===== src/rtl/shl_pkg.sv =====
package shl_pkg;

    localparam int IMM_W  = 7;
    localparam int AMT_W  = 5;
    localparam int NUM_SZ = 3;

    typedef enum logic [1:0] {
        LANE_B   = 2'd0,
        LANE_H   = 2'd1,
        LANE_W   = 2'd2,
        LANE_BAD = 2'd3
    } lane_sz_e;

    typedef struct packed {
        lane_sz_e           sz;
        logic [AMT_W-1:0]   amt;
        logic               bad;
    } shl_ctl_t;

    // Leading one of the high nibble picks the lane width; the remaining
    // low bits are the immediate minus that width.
    function automatic shl_ctl_t decode_imm(input logic [IMM_W-1:0] imm);
        shl_ctl_t c;
        c.sz  = LANE_BAD;
        c.amt = '0;
        c.bad = 1'b1;
        casez (imm[6:3])
            4'b01??: begin
                c.sz  = LANE_W;
                c.amt = imm[4:0];
                c.bad = 1'b0;
            end
            4'b001?: begin
                c.sz  = LANE_H;
                c.amt = {1'b0, imm[3:0]};
                c.bad = 1'b0;
            end
            4'b0001: begin
                c.sz  = LANE_B;
                c.amt = {2'b00, imm[2:0]};
                c.bad = 1'b0;
            end
            default: begin
                c.sz  = LANE_BAD;
                c.amt = '0;
                c.bad = 1'b1;
            end
        endcase
        return c;
    endfunction

endpackage


===== src/rtl/shl_decode.sv =====
module shl_decode
    import shl_pkg::*;
(
    input  logic [IMM_W-1:0] imm,
    output shl_ctl_t         ctl
);

    always_comb begin
        ctl = decode_imm(imm);
    end

endmodule


===== src/rtl/shl_widen_lanes.sv =====
module shl_widen_lanes #(
    parameter int HALF_W = 64,
    parameter int ES     = 8
) (
    input  logic [HALF_W-1:0]      half,
    input  logic                   zext,
    input  logic [$clog2(ES)-1:0]  amt,
    output logic [2*HALF_W-1:0]    wide
);

    localparam int NL = HALF_W / ES;
    localparam int WE = 2 * ES;

    for (genvar i = 0; i < NL; i++) begin : g_lane
        logic [ES-1:0] lane;
        logic          fill;
        logic [WE-1:0] ext;
        assign lane = half[i*ES +: ES];
        assign fill = ~zext & lane[ES-1];
        assign ext  = {{ES{fill}}, lane};
        assign wide[i*WE +: WE] = ext << amt;
    end

endmodule


===== src/rtl/shl_out_stage.sv =====
module shl_out_stage #(
    parameter int W = 128
) (
    input  logic         clk,
    input  logic         rst,
    input  logic         in_valid,
    input  logic         bad_in,
    input  logic [W-1:0] data_in,
    output logic         out_valid,
    output logic         bad_out,
    output logic [W-1:0] data_out
);

    always_ff @(posedge clk) begin
        if (rst) begin
            out_valid <= 1'b0;
            bad_out   <= 1'b0;
            data_out  <= '0;
        end else begin
            out_valid <= in_valid;
            if (in_valid) begin
                bad_out  <= bad_in;
                data_out <= bad_in ? '0 : data_in;
            end
        end
    end

endmodule


===== src/rtl/shl_long_unit.sv =====
module shl_long_unit
    import shl_pkg::*;
#(
    parameter int HALF_W = 64
) (
    input  logic                clk,
    input  logic                rst,
    input  logic                in_valid,
    input  logic [2*HALF_W-1:0] src_vec,
    input  logic                hi_half,
    input  logic                zext,
    input  logic [IMM_W-1:0]    imm_code,
    output logic                out_valid,
    output logic [2*HALF_W-1:0] wide_res,
    output logic                bad_enc
);

    localparam int OUT_W = 2 * HALF_W;

    shl_ctl_t          ctl;
    logic [HALF_W-1:0] half;
    logic [OUT_W-1:0]  cand [NUM_SZ];
    logic [OUT_W-1:0]  sel;

    shl_decode u_dec (
        .imm (imm_code),
        .ctl (ctl)
    );

    assign half = hi_half ? src_vec[OUT_W-1:HALF_W] : src_vec[HALF_W-1:0];

    // One widening datapath per legal lane width.
    for (genvar k = 0; k < NUM_SZ; k++) begin : g_sz
        localparam int ES = 8 << k;
        localparam int AW = $clog2(ES);
        shl_widen_lanes #(
            .HALF_W (HALF_W),
            .ES     (ES)
        ) u_widen (
            .half (half),
            .zext (zext),
            .amt  (ctl.amt[AW-1:0]),
            .wide (cand[k])
        );
    end

    always_comb begin
        case (ctl.sz)
            LANE_B:  sel = cand[0];
            LANE_H:  sel = cand[1];
            LANE_W:  sel = cand[2];
            default: sel = '0;
        endcase
    end

    shl_out_stage #(
        .W (OUT_W)
    ) u_out (
        .clk       (clk),
        .rst       (rst),
        .in_valid  (in_valid),
        .bad_in    (ctl.bad),
        .data_in   (sel),
        .out_valid (out_valid),
        .bad_out   (bad_enc),
        .data_out  (wide_res)
    );

endmodule


===== config.mk =====
export PLATFORM = sky130hd
export DESIGN_NAME = shl_long_unit
export DESIGN_NICKNAME = d
export VERILOG_FILES = /design/src/rtl/shl_pkg.sv /design/src/rtl/shl_decode.sv /design/src/rtl/shl_widen_lanes.sv /design/src/rtl/shl_out_stage.sv /design/src/rtl/shl_long_unit.sv
export SDC_FILE = /design/constraint.sdc
export NUM_CORES = 1
export LEC_CHECK = 0
export ABC_AREA = 1
export BUFFER_PORTS_ARGS = -buffer_cell sky130_fd_sc_hd__buf_2
export CAP_MARGIN = 5
export CELL_PAD_IN_SITES_DETAIL_PLACEMENT = 0
export CELL_PAD_IN_SITES_GLOBAL_PLACEMENT = 1
export CORE_MARGIN = 8
export CORE_UTILIZATION = 37
export CTS_CLUSTER_SIZE = 12
export DETAILED_ROUTE_END_ITERATION = 7
export HOLD_SLACK_MARGIN = 0.15
export PLACE_DENSITY_LB_ADDON = 0.1
export SETUP_SLACK_MARGIN = 0.15
export SLEW_MARGIN = 30
export SYNTH_ARGS = -nofsm -noshare
export SYNTH_HDL_FRONTEND = slang
export SYNTH_SLANG_ARGS = --single-unit

===== constraint.sdc =====
create_clock -name clk -period 2.9 [get_ports clk]
set_input_delay 0.87 -clock clk [delete_from_list [all_inputs] [get_ports clk]]
set_output_delay 0.87 -clock clk [all_outputs]
set_load 0.01 [all_outputs]

# ---- Yosys cells after proc, flatten, opt, wreduce, memory -nomap -nowiden
# Cells that the tools add are included.
dict set report word_totals {
  reg_bits 130
  inputBits 140
  output_inout_bits 130
  elab_cells 36
}
dict set report classes {
  eq_ne 5
  n_shift 14
  muxes 4
  bitwise 9
  n_reduce_logical 1
}
# operator count
set ops {}
lappend ops {{128-bit case mux with 3 select lines} 1}
lappend ops {{128-bit 2-to-1 mux} 1}
lappend ops {{16-bit by 3-bit << shifter with 16-bit output} 8}
lappend ops {{32-bit by 4-bit << shifter with 32-bit output} 4}
lappend ops {{64-bit by 5-bit << shifter with 64-bit output} 2}
lappend ops {{64-bit 2-to-1 mux} 1}
lappend ops {{8-bit case mux with 3 select lines} 1}
lappend ops {{1-bit bitwise AND} 8}
lappend ops {{2-bit by 1-bit equality test with 1-bit output (second input constant)} 2}
lappend ops {{4-bit by 1-bit equality test with 1-bit output (second input constant)} 1}
lappend ops {{3-bit by 1-bit equality test with 1-bit output (second input constant)} 1}
lappend ops {{2-bit equality test (second input constant)} 1}
lappend ops {{2-bit logical NOT} 1}
lappend ops {{1-bit inverter} 1}

# ---- Logic depth before layout (Yosys ltp)
dict set report depth {
  depth_word 5
  ltp_mapped 20
  ltp_nobuf 18
}

# ---- Cells and area by module
# From an unflattened synthesis, not the netlist that was laid out.
dict set report hier_totals {
  cells_unflattened 4003
  area_unflattened_um2 19964.1
}
# module n_inst cells_each area_each_um2
set by_module_without_submodules {}
lappend by_module_without_submodules {shl_out_stage 1 576 4685.7}
lappend by_module_without_submodules {{shl_widen_lanes at g_sz[2].u_widen} 1 1013 4585.6}
lappend by_module_without_submodules {{shl_widen_lanes at g_sz[1].u_widen} 1 924 3990.1}
lappend by_module_without_submodules {shl_long_unit 1 791 3656.0}
lappend by_module_without_submodules {{shl_widen_lanes at g_sz[0].u_widen} 1 680 2965.3}
lappend by_module_without_submodules {shl_decode 1 19 81.3}

# ---- Least setup slack after synthesis
# OpenSTA, ideal clock, no wires.
dict set report synth_timing {
  path_kind {input port to flip-flop}
  start {input imm_code[3]}
  end {register u_out.data_out[17]}
  setup_ns 0.132
  t_arrival_ns 2.343
  path_slack_ns 0.425
  path_stages 17
  cell_sequence {buf_6 -> inv_4 -> nand2_2 -> nand2_4 -> nand2_8 -> nand2_4 -> inv_2 -> buf_4 -> buf_4 -> o21ai_0 -> nand2_1 -> nand2_1 -> nand2_1 -> nand3_1 -> nand3b_1 -> nand2_1 -> a21oi_1}
}
dict set report synth_between {
  elab_chain_cells 5
  elab_cells_between_ends 10
  classes_between {eq/ne (3); shift (3); mux (3); reduce/logical (1)}
}
# element line_no
set synth_lines {}
lappend synth_lines {{start: declaration} shl_long_unit.sv:12} ;# input logic [IMM_W-1:0] imm_code,
lappend synth_lines {{4-bit by 1-bit equality test with 1-bit output} shl_pkg.sv:27} ;# casez (imm[6:3])
lappend synth_lines {{8-bit case mux with 3 select lines (*)} shl_pkg.sv:27}
lappend synth_lines {{64-bit by 5-bit << shifter with 64-bit output (tied with other cells)} shl_widen_lanes.sv:21} ;# assign wide[i*WE +: WE] = ext << amt;
lappend synth_lines {{128-bit case mux with 3 select lines} shl_long_unit.sv:48} ;# case (ctl.sz)
lappend synth_lines {{128-bit 2-to-1 mux (*)} shl_out_stage.sv:23} ;# data_out <= bad_in ? '0 : data_in;
lappend synth_lines {{end signal: assignment} shl_out_stage.sv:23}
lappend synth_lines {{end: declaration} shl_out_stage.sv:11} ;# output logic [W-1:0] data_out
# Mark *: on every way between the ends. The rest lies on a longest branch, timed or not.
# A chain may end at the register's enable or synchronous reset.

# ---- Worst setup path in the final report
dict set report layout_timing {
  start {input imm_code[5]}
  end {register u_out.data_out[32]}
}
dict set report layout_between {
  elab_chain_cells 5
  elab_cells_between_ends 12
  classes_between {eq/ne (5); shift (3); mux (3); reduce/logical (1)}
}
# element line_no
set layout_lines {}
lappend layout_lines {{4-bit by 1-bit equality test with 1-bit output (tied with other cells)} shl_pkg.sv:27}
lappend layout_lines {{8-bit case mux with 3 select lines (*)} shl_pkg.sv:27}
lappend layout_lines {{64-bit by 5-bit << shifter with 64-bit output (tied with other cells)} shl_widen_lanes.sv:21}
lappend layout_lines {{128-bit case mux with 3 select lines} shl_long_unit.sv:48}
lappend layout_lines {{128-bit 2-to-1 mux (*)} shl_out_stage.sv:23}
# Marked as above.

==> metrics.txt <==
status=completed; critical path, cell by cell=buf_2, nor2_1, buf_4, nand2_4, nand2_8, nand2_4, inv_4, buf_6, buf_4, nand3_1, nand3_1, nand3_1, nand3_1, nand3_1, nand2_1, a21oi_1; hpwl dp=52.9 mm; most frequent cells in the layout=nand2_1 (946), nand3_1 (435), buf_2 (267), buf_4 (263), inv_1 (154); Via density=5.42; initial antenna violation count=0; Tot Pwr=7.05 mW; leakage=8.64 nW; post-synth top area share=0.296; total track usage=0.333; Critical Path Source Type=input port; Worst setup EP type=flop; Crit path top cell by count=nand3_1; antenna viol nets, final=0; number of global-route vias before repair=16713; Core Util, Final=0.512; Chip Width=197 µm; Avg Cell Area, Syn=5.31 µm²; initial DRC count=1591; max frequency=0.376 GHz; clk root buf=clkbuf_16; via count=17091; Largest stage delay, worst path=250 ps; Max VDD drop=0.000394 V; Seq cells post-synth=130; die area=0.0387 mm²; row count=66; final period utilization=0.918; Core ar.=0.0324 mm²; final setup violation count=0; Hold Violations, Final=0; Synthesized Nets=2416; die height=197 µm; sequential area share after synthesis=0.215; CTS buffer count=17; starting density of the core=0.373; clock latency at the later pin of the worst-skew pair=440 ps; largest area contributor in the netlist=nand2_1; Post-Synthesis Cell Area=0.0121 mm²; crit-path leading delay family=simple AND/OR/NAND/NOR gates; Pwr Density=426 mW/mm²; unrepaired setup endpoints after global routing=yes; clk buf depth=2; CTS tree=done; first-pass GRT wire length=99.2 mm; Clock Skew=0 ps; port buffer count=269; CP max-delay cell=nand3_1; Routed WL per cell=20.9 µm; hold buffers post-CTS=0; Syn-to-layout area delta=37.0%; Hold WC Path Type=flop to flop; final worst path period need=2660 ps; Slew HR=0.610; placer congestion estimate=1.04; largest net degree at the start of global routing=107; Synth cell types=35; CP required=3220 ps; pin slew with the least headroom to its limit=578 ps; # diodes=0; Slew Limit Fails=0; DRC viols=0; Clock transition at path regs=70 ps; CP Class=input port to flop; share of cells above drive strength 1=0.238; maxcap violations=0; # H-tree levels=4; GRT overflow=0; Synth Warn #=0; Area contributors post-synth=nand2_1 (30%), dfxtp_1 (22%), nand3_1 (18%); critical-path maximum fanout=15; I/O pins=270; Cells after Synth=2276; CP bufs+invs=5; crit path DAT=2980 ps; commonest non-fill, non-tap cell in the layout=nand2_1; # fillers=3632; final WL=66.1 mm; nets=2840; clk sinks=130; DRT Pass-1 Iters=5
registers in the layout, summed over array words and instances, names as in the netlist:
register,count
u_out.out_valid,1
u_out.bad_out,1
u_out.data_out,128
final timing paths:
kind / start / cells after the start / endpoint / slack [ps]
worst max-delay path: imm_code[5] / 16 / u_out.data_out[32] / 240
worst min-delay path: u_out.data_out[9] / 2 / u_out.data_out[9] / 460
worst max register to register: u_out.data_out[81] / 2 / u_out.data_out[81] / 2140
worst min register to register: u_out.data_out[9] / 2 / u_out.data_out[9] / 460
worst reg2reg max path: stages, from the launching register on:
cell and delay, ps:
dfxtp_1 460, nand2_1 90, a21oi_1 150
layer usage:
metal	wire [µm]	global-route usage
met1	25400	0.380
met2	31500	0.571
met3	3910	0.0457
met4	5250	0.235
met5	0	0
metrics by stage:
stage          TNS [ps]  setup slack, ps  hold slack (ps)  instance area [µm²]  cells
2_1_floorplan         0              425              490                12100   2276
3_3_place_gp      -7600             -348              449                15800   3120
3_5_place_dp      -9260             -363              452                15800   3120
4_1_cts               0              160              461                16400   3152
5_1_grt               0              102              478                16600   3155
6_report              0              239              460                16600   3155
timing repair:
item                                    in CTS  in global routing
endpoints found under the setup margin       2                 36
gates cloned                                 0                  2
pin swaps                                    0                  3
setup buffers                                0                  1
resized for setup                            2                 34
synthesized netlist by cell type:
master / number
buf_2: 60
o21ai_0: 115
nand2_1: 952
buf_6: 10
buf_4: 3
nor2_1: 53
a31oi_1: 4
nor2_2: 3
nand3_2: 1
mux2i_1: 1
nand3_1: 441
nand2_8: 1
buf_1: 19
nand3b_1: 20
inv_2: 5
o211ai_1: 27
o211ai_2: 3
nand2_4: 3
nand4_1: 6
nor3_1: 3
inv_4: 1
clkbuf_1: 68
a21boi_2: 1
o21a_1: 2
and2_1: 2
o22ai_1: 3
inv_1: 155
a21oi_1: 140
nand2_2: 3
o21ai_2: 2
o21ai_1: 36
a21boi_0: 1
o311ai_0: 1
dfxtp_1: 130
nor3_2: 1
cells by family (layout without fill, tap and decap cells):
group | count (synthesis) | after routing | synth area share
multiplexers | 1 | 1 | 0.000828
flip-flops | 130 | 130 | 0.215
buffers and inverters | 321 | 758 | 0.113
AND/OR/NAND/NOR | 1489 | 1489 | 0.522
AO/OA/AOI/OAI | 335 | 335 | 0.149
final cells by class:
class	count	area [µm²]	area share
multi-input combinational	1825	8220	0.497
timing repair buffer	565	3990	0.241
sequential	130	2600	0.157
inverter	161	613	0.0370
tap	442	553	0.0334
clock buffer	18	429	0.0259
clock inverter	14	154	0.00929
where the power goes:
| group | total (mW) | internal (mW) | switching, mW |
|---|---|---|---|
| clock network | 2.24 | 1.28 | 0.960 |
| logic | 2.89 | 1.06 | 1.83 |
| registers | 1.93 | 1.87 | 0.0526 |
No activity file was read; power rests on OpenSTA's default activity.
